File: src/rtl/pcd_pkg.sv
package pcd_pkg;

    localparam int PORT_W = 8;
    localparam int MON_LSB = 4;
    localparam int BIT_W = $clog2(PORT_W);

    typedef enum logic [1:0] {
        WK_FULL = 2'b00,
        WK_SET  = 2'b01,
        WK_CLR  = 2'b10,
        WK_ALT  = 2'b11
    } wr_kind_e;

    typedef struct packed {
        logic rd;
        logic wr;
    } access_t;

    function automatic logic [PORT_W-1:0] rmw_value(
        input logic [PORT_W-1:0] pins,
        input wr_kind_e          kind,
        input logic [BIT_W-1:0]  idx,
        input logic [PORT_W-1:0] data
    );
        logic [PORT_W-1:0] onehot;
        onehot = PORT_W'(1) << idx;
        case (kind)
            WK_SET:  return pins | onehot;
            WK_CLR:  return pins & ~onehot;
            default: return data;
        endcase
    endfunction

endpackage

File: src/rtl/pcd_snap_cmp.sv
module pcd_snap_cmp #(
    parameter int MON_W = 4
) (
    input  logic             clk,
    input  logic             rst,
    input  logic [MON_W-1:0] pins_mon,
    input  logic [MON_W-1:0] dir_mon,
    input  logic             access,
    output logic [MON_W-1:0] mismatch
);
    logic [MON_W-1:0] snap_q;

    always_ff @(posedge clk) begin
        if (rst) begin
            snap_q <= '0;
        end else if (access) begin
            snap_q <= pins_mon;
        end
    end

    for (genvar g = 0; g < MON_W; g++) begin : g_cmp
        assign mismatch[g] = dir_mon[g] & (pins_mon[g] ^ snap_q[g]);
    end
endmodule

File: src/rtl/pcd_flag.sv
module pcd_flag (
    input  logic clk,
    input  logic rst,
    input  logic any_mm,
    input  logic access,
    input  logic clr,
    output logic flag
);
    logic set_c;

    assign set_c = any_mm & ~access;

    always_ff @(posedge clk) begin
        if (rst) begin
            flag <= 1'b0;
        end else if (set_c) begin
            flag <= 1'b1;
        end else if (clr) begin
            flag <= 1'b0;
        end
    end
endmodule

File: src/rtl/pcd_out_latch.sv
module pcd_out_latch
    import pcd_pkg::*;
(
    input  logic              clk,
    input  logic              rst,
    input  logic              wr,
    input  wr_kind_e          kind,
    input  logic [BIT_W-1:0]  idx,
    input  logic [PORT_W-1:0] data,
    input  logic [PORT_W-1:0] pins,
    output logic [PORT_W-1:0] latch_q
);
    always_ff @(posedge clk) begin
        if (rst) begin
            latch_q <= '0;
        end else if (wr) begin
            latch_q <= rmw_value(pins, kind, idx, data);
        end
    end
endmodule

File: src/rtl/pcd_pullup.sv
module pcd_pullup #(
    parameter int PORT_W = 8
) (
    input  logic              clk,
    input  logic              rst,
    input  logic              pu_wr,
    input  logic              pu_off_d,
    input  logic [PORT_W-1:0] dir,
    output logic [PORT_W-1:0] pu_en
);
    logic pu_off_q;

    always_ff @(posedge clk) begin
        if (rst) begin
            pu_off_q <= 1'b1;
        end else if (pu_wr) begin
            pu_off_q <= pu_off_d;
        end
    end

    for (genvar g = 0; g < PORT_W; g++) begin : g_pu
        assign pu_en[g] = ~pu_off_q & dir[g];
    end
endmodule

File: src/rtl/pin_change_monitor.sv
module pin_change_monitor
    import pcd_pkg::*;
(
    input  logic              clk,
    input  logic              rst,
    input  logic [PORT_W-1:0] pin_in,
    input  logic [PORT_W-1:0] dir_in,
    input  logic              port_rd,
    input  logic              port_wr,
    input  logic [1:0]        wr_kind,
    input  logic [BIT_W-1:0]  wr_bit,
    input  logic [PORT_W-1:0] wr_data,
    input  logic              flag_clr,
    input  logic              pu_wr,
    input  logic              pu_off_d,
    output logic [PORT_W-1:0] rd_data,
    output logic [PORT_W-1:0] latch_q,
    output logic [PORT_W-1:0] pullup_en,
    output logic              chg_flag,
    output logic              wake_req
);
    localparam int MON_W = PORT_W - MON_LSB;

    access_t          acc;
    logic             any_access;
    logic [MON_W-1:0] mm_vec;

    assign acc.rd     = port_rd;
    assign acc.wr     = port_wr;
    assign any_access = acc.rd | acc.wr;
    assign rd_data    = pin_in;
    assign wake_req   = |mm_vec;

    pcd_snap_cmp #(.MON_W(MON_W)) u_snap (
        .clk      (clk),
        .rst      (rst),
        .pins_mon (pin_in[PORT_W-1:MON_LSB]),
        .dir_mon  (dir_in[PORT_W-1:MON_LSB]),
        .access   (any_access),
        .mismatch (mm_vec)
    );

    pcd_flag u_flag (
        .clk    (clk),
        .rst    (rst),
        .any_mm (wake_req),
        .access (any_access),
        .clr    (flag_clr),
        .flag   (chg_flag)
    );

    pcd_out_latch u_latch (
        .clk     (clk),
        .rst     (rst),
        .wr      (acc.wr),
        .kind    (wr_kind_e'(wr_kind)),
        .idx     (wr_bit),
        .data    (wr_data),
        .pins    (pin_in),
        .latch_q (latch_q)
    );

    pcd_pullup #(.PORT_W(PORT_W)) u_pu (
        .clk      (clk),
        .rst      (rst),
        .pu_wr    (pu_wr),
        .pu_off_d (pu_off_d),
        .dir      (dir_in),
        .pu_en    (pullup_en)
    );
endmodule

File: config.mk
export PLATFORM = sky130hd
export DESIGN_NAME = pin_change_monitor
export DESIGN_NICKNAME = d
export VERILOG_FILES = /design/src/rtl/pcd_pkg.sv /design/src/rtl/pcd_snap_cmp.sv /design/src/rtl/pcd_flag.sv /design/src/rtl/pcd_out_latch.sv /design/src/rtl/pcd_pullup.sv /design/src/rtl/pin_change_monitor.sv
export SDC_FILE = /design/constraint.sdc
export NUM_CORES = 1
export LEC_CHECK = 0
export BUFFER_PORTS_ARGS = -buffer_cell sky130_fd_sc_hd__buf_2
export CAP_MARGIN = 30
export CORE_MARGIN = 3
export CORE_UTILIZATION = 40
export DETAILED_ROUTE_END_ITERATION = 10
export HOLD_SLACK_MARGIN = 0.02
export PLACE_DENSITY = 0.82
export SYNTH_ARGS = -nofsm -noshare
export SYNTH_HDL_FRONTEND = slang
export SYNTH_SLANG_ARGS = --single-unit
File: constraint.sdc
create_clock -name clk -period 2.7 [get_ports clk]
set_input_delay 0.405 -clock clk [delete_from_list [all_inputs] [get_ports clk]]
set_output_delay 0.405 -clock clk [all_outputs]
set_load 0.1 [all_outputs]
==> results.txt <==
----------------------------------------------------
[Logic synthesis]
  Most frequent cell after synthesis ... sky130_fd_sc_hd__nor2b_1
  Top cells by area, synth ... sky130_fd_sc_hd__dfxtp_1, sky130_fd_sc_hd__nor2b_1, sky130_fd_sc_hd__o311a_1, sky130_fd_sc_hd__a21oi_1, sky130_fd_sc_hd__buf_4
  Yosys warnings ... 0
  Main synth FF type ... sky130_fd_sc_hd__dfxtp_1
  Register bit count reported by yosys ... 14
  Sequential element share of the synthesized area ... 29.7%
  Post-Synthesis Cell Area ... 943 µm²
  Share of flip-flops with an asynchronous set or reset ... 0%
  Post-synth top area share ... 29.7%
  Number of unique standard cell types used by synthesis ... 25
  Count of flip-flops with a built-in enable after synthesis ... 0
  Post-synthesis net count ... 160
  Average instance area after synthesis ... 7.73 µm²
  Synthesized netlist cell count ... 122
  Top cell type by total area after synthesis ... sky130_fd_sc_hd__dfxtp_1
  Leading post-synthesis cells by instance count ... sky130_fd_sc_hd__nor2b_1, sky130_fd_sc_hd__dfxtp_1, sky130_fd_sc_hd__nand2_1

[Detailed routing]
  Detailed-route DRC error count ... 0
  Average detailed-routed wire length per instance ... 12.0 µm
  Post-detailed-route count of antenna-violating nets ... 0
  Via density per instance ... 5.26
  Total wire length ... 2380 µm
  Vias post-DR ... 1046
  DRT Pass-1 Iters ... 4
  Drt first-iter violations ... 10

[STA]
  Actual slew at the worst max-slew pin ... 0.489 ns
  Unrepaired setup endpoints after global routing ... no
  Remaining max-slew budget at the tightest pin ... 67.6%
  Share of the cycle needed by the critical path after routing ... 66.5%
  Post-route minimum period ... 1.79 ns
  Max Transition Viols Final ... 0
  Aggregate negative setup slack ... 0 ns
  Finish-stage setup viols ... 0
  Final Worst Setup Slack ... 0.905 ns
  Worst Hold Slack ... 0.328 ns
  Max Clock Freq ... 557 MHz
  Final Hold Violating Endpoints ... 0
  Maximum clock skew at final layout ... 0.00251 ns

[Clock network]
  Root buffer cell ... sky130_fd_sc_hd__clkbuf_4
  CTS tree ... built
  Count of instances resized after the clock tree is built ... 0
  Inserted Clock Buffers ... 3
  Buffer depth of the longest clock path ... 2
  Number of H-tree branching levels ... 1
  Post-CTS Repair Setup Buffers ... 0
  Total of hold buffers inserted after clock tree synthesis ... 0
  Clk sinks ... 14
  Clk Latency, worst-skew pair ... 0.28 ns
  Clock-pin slew on the worst setup and hold paths ... 0.09 ns

[Setup path]
  Slowest stage cell on the critical path ... sky130_fd_sc_hd__buf_2
  Kind of launch point of the worst setup path ... flip-flop
  Critical path class ... reg2out
  Critical Path Max Stage Delay ... 0.43 ns
  Worst EP arrival ... 1.39 ns
  Required time at the worst-slack endpoint ... 2.30 ns
  Crit. End Element ... primary output
  Stages on worst setup path ... 4
  Worst reg2reg path depth ... 4
  Cell family with most CP delay ... buffers and inverters
  CP Max Fanout ... 2
  R2R setup slack ... 1.69 ns
  Critical path cell sequence ... xor2_1, a22oi_1, nand2_1, buf_2
  Worst reg2reg path startpoint ... u_snap.snap_q[0]$_SDFFE_PP0P_
  Worst flop-to-flop path endpoint ... u_flag.flag$_SDFFE_PP0P_
  Count of buffer and inverter cells on the critical path ... 1

[Cells and area]
  N_diodes ... 0
  Layout cells sized above 1 ... 39.5%
  Register Area ... 280 µm²
  Number of nets at the end of the flow ... 211
  Area growth, synth to finish ... 30.5%
  Layout filler cell count ... 199
  Footprint of the multi-input gates ... 568 µm²

[Global route]
  Via count of the first global-routing pass ... 878
  Global-route wire length before repair ... 3490 µm
  Initial antenna violation count ... 0
  Pin count of the biggest net entering global routing ... 23
  Gr usage total ... 15.9%
  Overflow left after global routing ... 0

[Pwr]
  Worst ir drop on vdd ... 0.417 mV
  Power per Cell Area ... 567 nW/µm²
  Final total power ... 0.698 mW
  P_leak ... 0.615 nW

[Flow run]
  Count of max-cap constraint violations ... 0

[Floorplanning]
  Effective utilization at floorplan ... 44.9%
  # IOs ... 62
  Core box area ... 2100 µm²
  Area of the die ... 2980 µm²
  Number of rows created at floorplan ... 16
  Floorplan die height ... 54.6 µm
  Die width ... 54.6 µm

[Hold path]
  Hold_sp ... pu_off_d
  Worst hold-check path type ... in2reg
  End point of the worst hold path ... u_pu.pu_off_q$_SDFFE_PP1P_
  Number of instances on the worst hold path ... 2

[Placed design]
  Port buffer count ... 61
  DP Wirelength ... 1860 µm
  Worst setup slack before clock tree synthesis ... 0.986 ns
  Global placer's final weighted congestion ... 0.728

[Run status]
  Run status ... finished clean

----------------------------------------------------
## logic make-up after synthesis
| family | share of synthesized area (%) |
|---|---|
| XOR/XNOR | 3.71 |
| buffers and inverters | 10.1 |
| AO/OA/AOI/OAI | 21.0 |
| flip-flops | 29.7 |
| AND/OR/NAND/NOR | 32.9 |
| adder cells (fa/ha/maj) | 2.65 |
## state kept, by name, summed over array words and instances, names as in the netlist
name	count
u_flag.flag	1
u_latch.latch_q	8
u_pu.pu_off_q	1
u_snap.snap_q	4
## cells in the final DEF, fill, tap and decap left out
cell type and count:
sky130_fd_sc_hd__a211o_1 1, sky130_fd_sc_hd__a21o_1 1, sky130_fd_sc_hd__a21oi_1 12, sky130_fd_sc_hd__a22oi_1 2, sky130_fd_sc_hd__a31oi_1 1, sky130_fd_sc_hd__buf_2 61
sky130_fd_sc_hd__clkbuf_4 3, sky130_fd_sc_hd__clkbuf_8 1, sky130_fd_sc_hd__dfxtp_1 14, sky130_fd_sc_hd__ha_1 2, sky130_fd_sc_hd__inv_1 2, sky130_fd_sc_hd__nand2_1 13
sky130_fd_sc_hd__nand3_1 1, sky130_fd_sc_hd__nand3b_1 3, sky130_fd_sc_hd__nor2_1 9, sky130_fd_sc_hd__nor2b_1 16, sky130_fd_sc_hd__nor3_1 6, sky130_fd_sc_hd__nor3_2 3
sky130_fd_sc_hd__nor3b_1 1, sky130_fd_sc_hd__o21ai_0 4, sky130_fd_sc_hd__o311a_1 8, sky130_fd_sc_hd__or3_1 1, sky130_fd_sc_hd__or3b_1 3, sky130_fd_sc_hd__xor2_1 4
## worst max path at each step
stage	from	to	slack [ns]
5_1_grt	u_snap.snap_q[2]$_SDFFE_PP0P_	wake_req	0.78
3_3_place_gp	pin_in[4]	wake_req	1.02
2_1_floorplan	dir_in[0]	pullup_en[0]	0.56
6_report	u_snap.snap_q[1]$_SDFFE_PP0P_	wake_req	0.91
3_5_place_dp	pin_in[6]	wake_req	0.99
4_1_cts	u_snap.snap_q[2]$_SDFFE_PP0P_	wake_req	0.89
## metal layers
metal	up-vias	wire length (µm)	track usage [%]
met5	-	0	0
met4	0	23	2.49
met2	62	1080	30.9
li1	522	-	-
met3	6	269	4.36
met1	456	1010	17.1
## final cells by class
cell class,count,area share [%]
Timing Repair Buffer,61,24.8
Tap cell,27,2.74
Inverter,2,0.610
Clock buffer,4,2.95
Sequential cell,14,22.8
Multi-Input combinational cell,91,46.1
## report_power, final
group	total (mW)	switching [mW]	internal, mW	leakage [nW]
Combinational	0.317	0.245	0.0721	0.478
Clock	0.150	0.0681	0.0820	0.0210
Sequential	0.231	0.00974	0.221	0.116
## through the flow
| step | util (%) | cell area (µm²) | cells |
|---|---|---|---|
| 4_1_cts | 58.6 | 1230 | 199 |
| 6_report | 58.6 | 1230 | 199 |
| 2_1_floorplan | - | 943 | 122 |
| 5_1_grt | 58.6 | 1230 | 199 |
| 3_3_place_gp | 56.8 | 1190 | 195 |
| 3_5_place_dp | 56.8 | 1190 | 195 |
(Power assumes the default switching activity.)
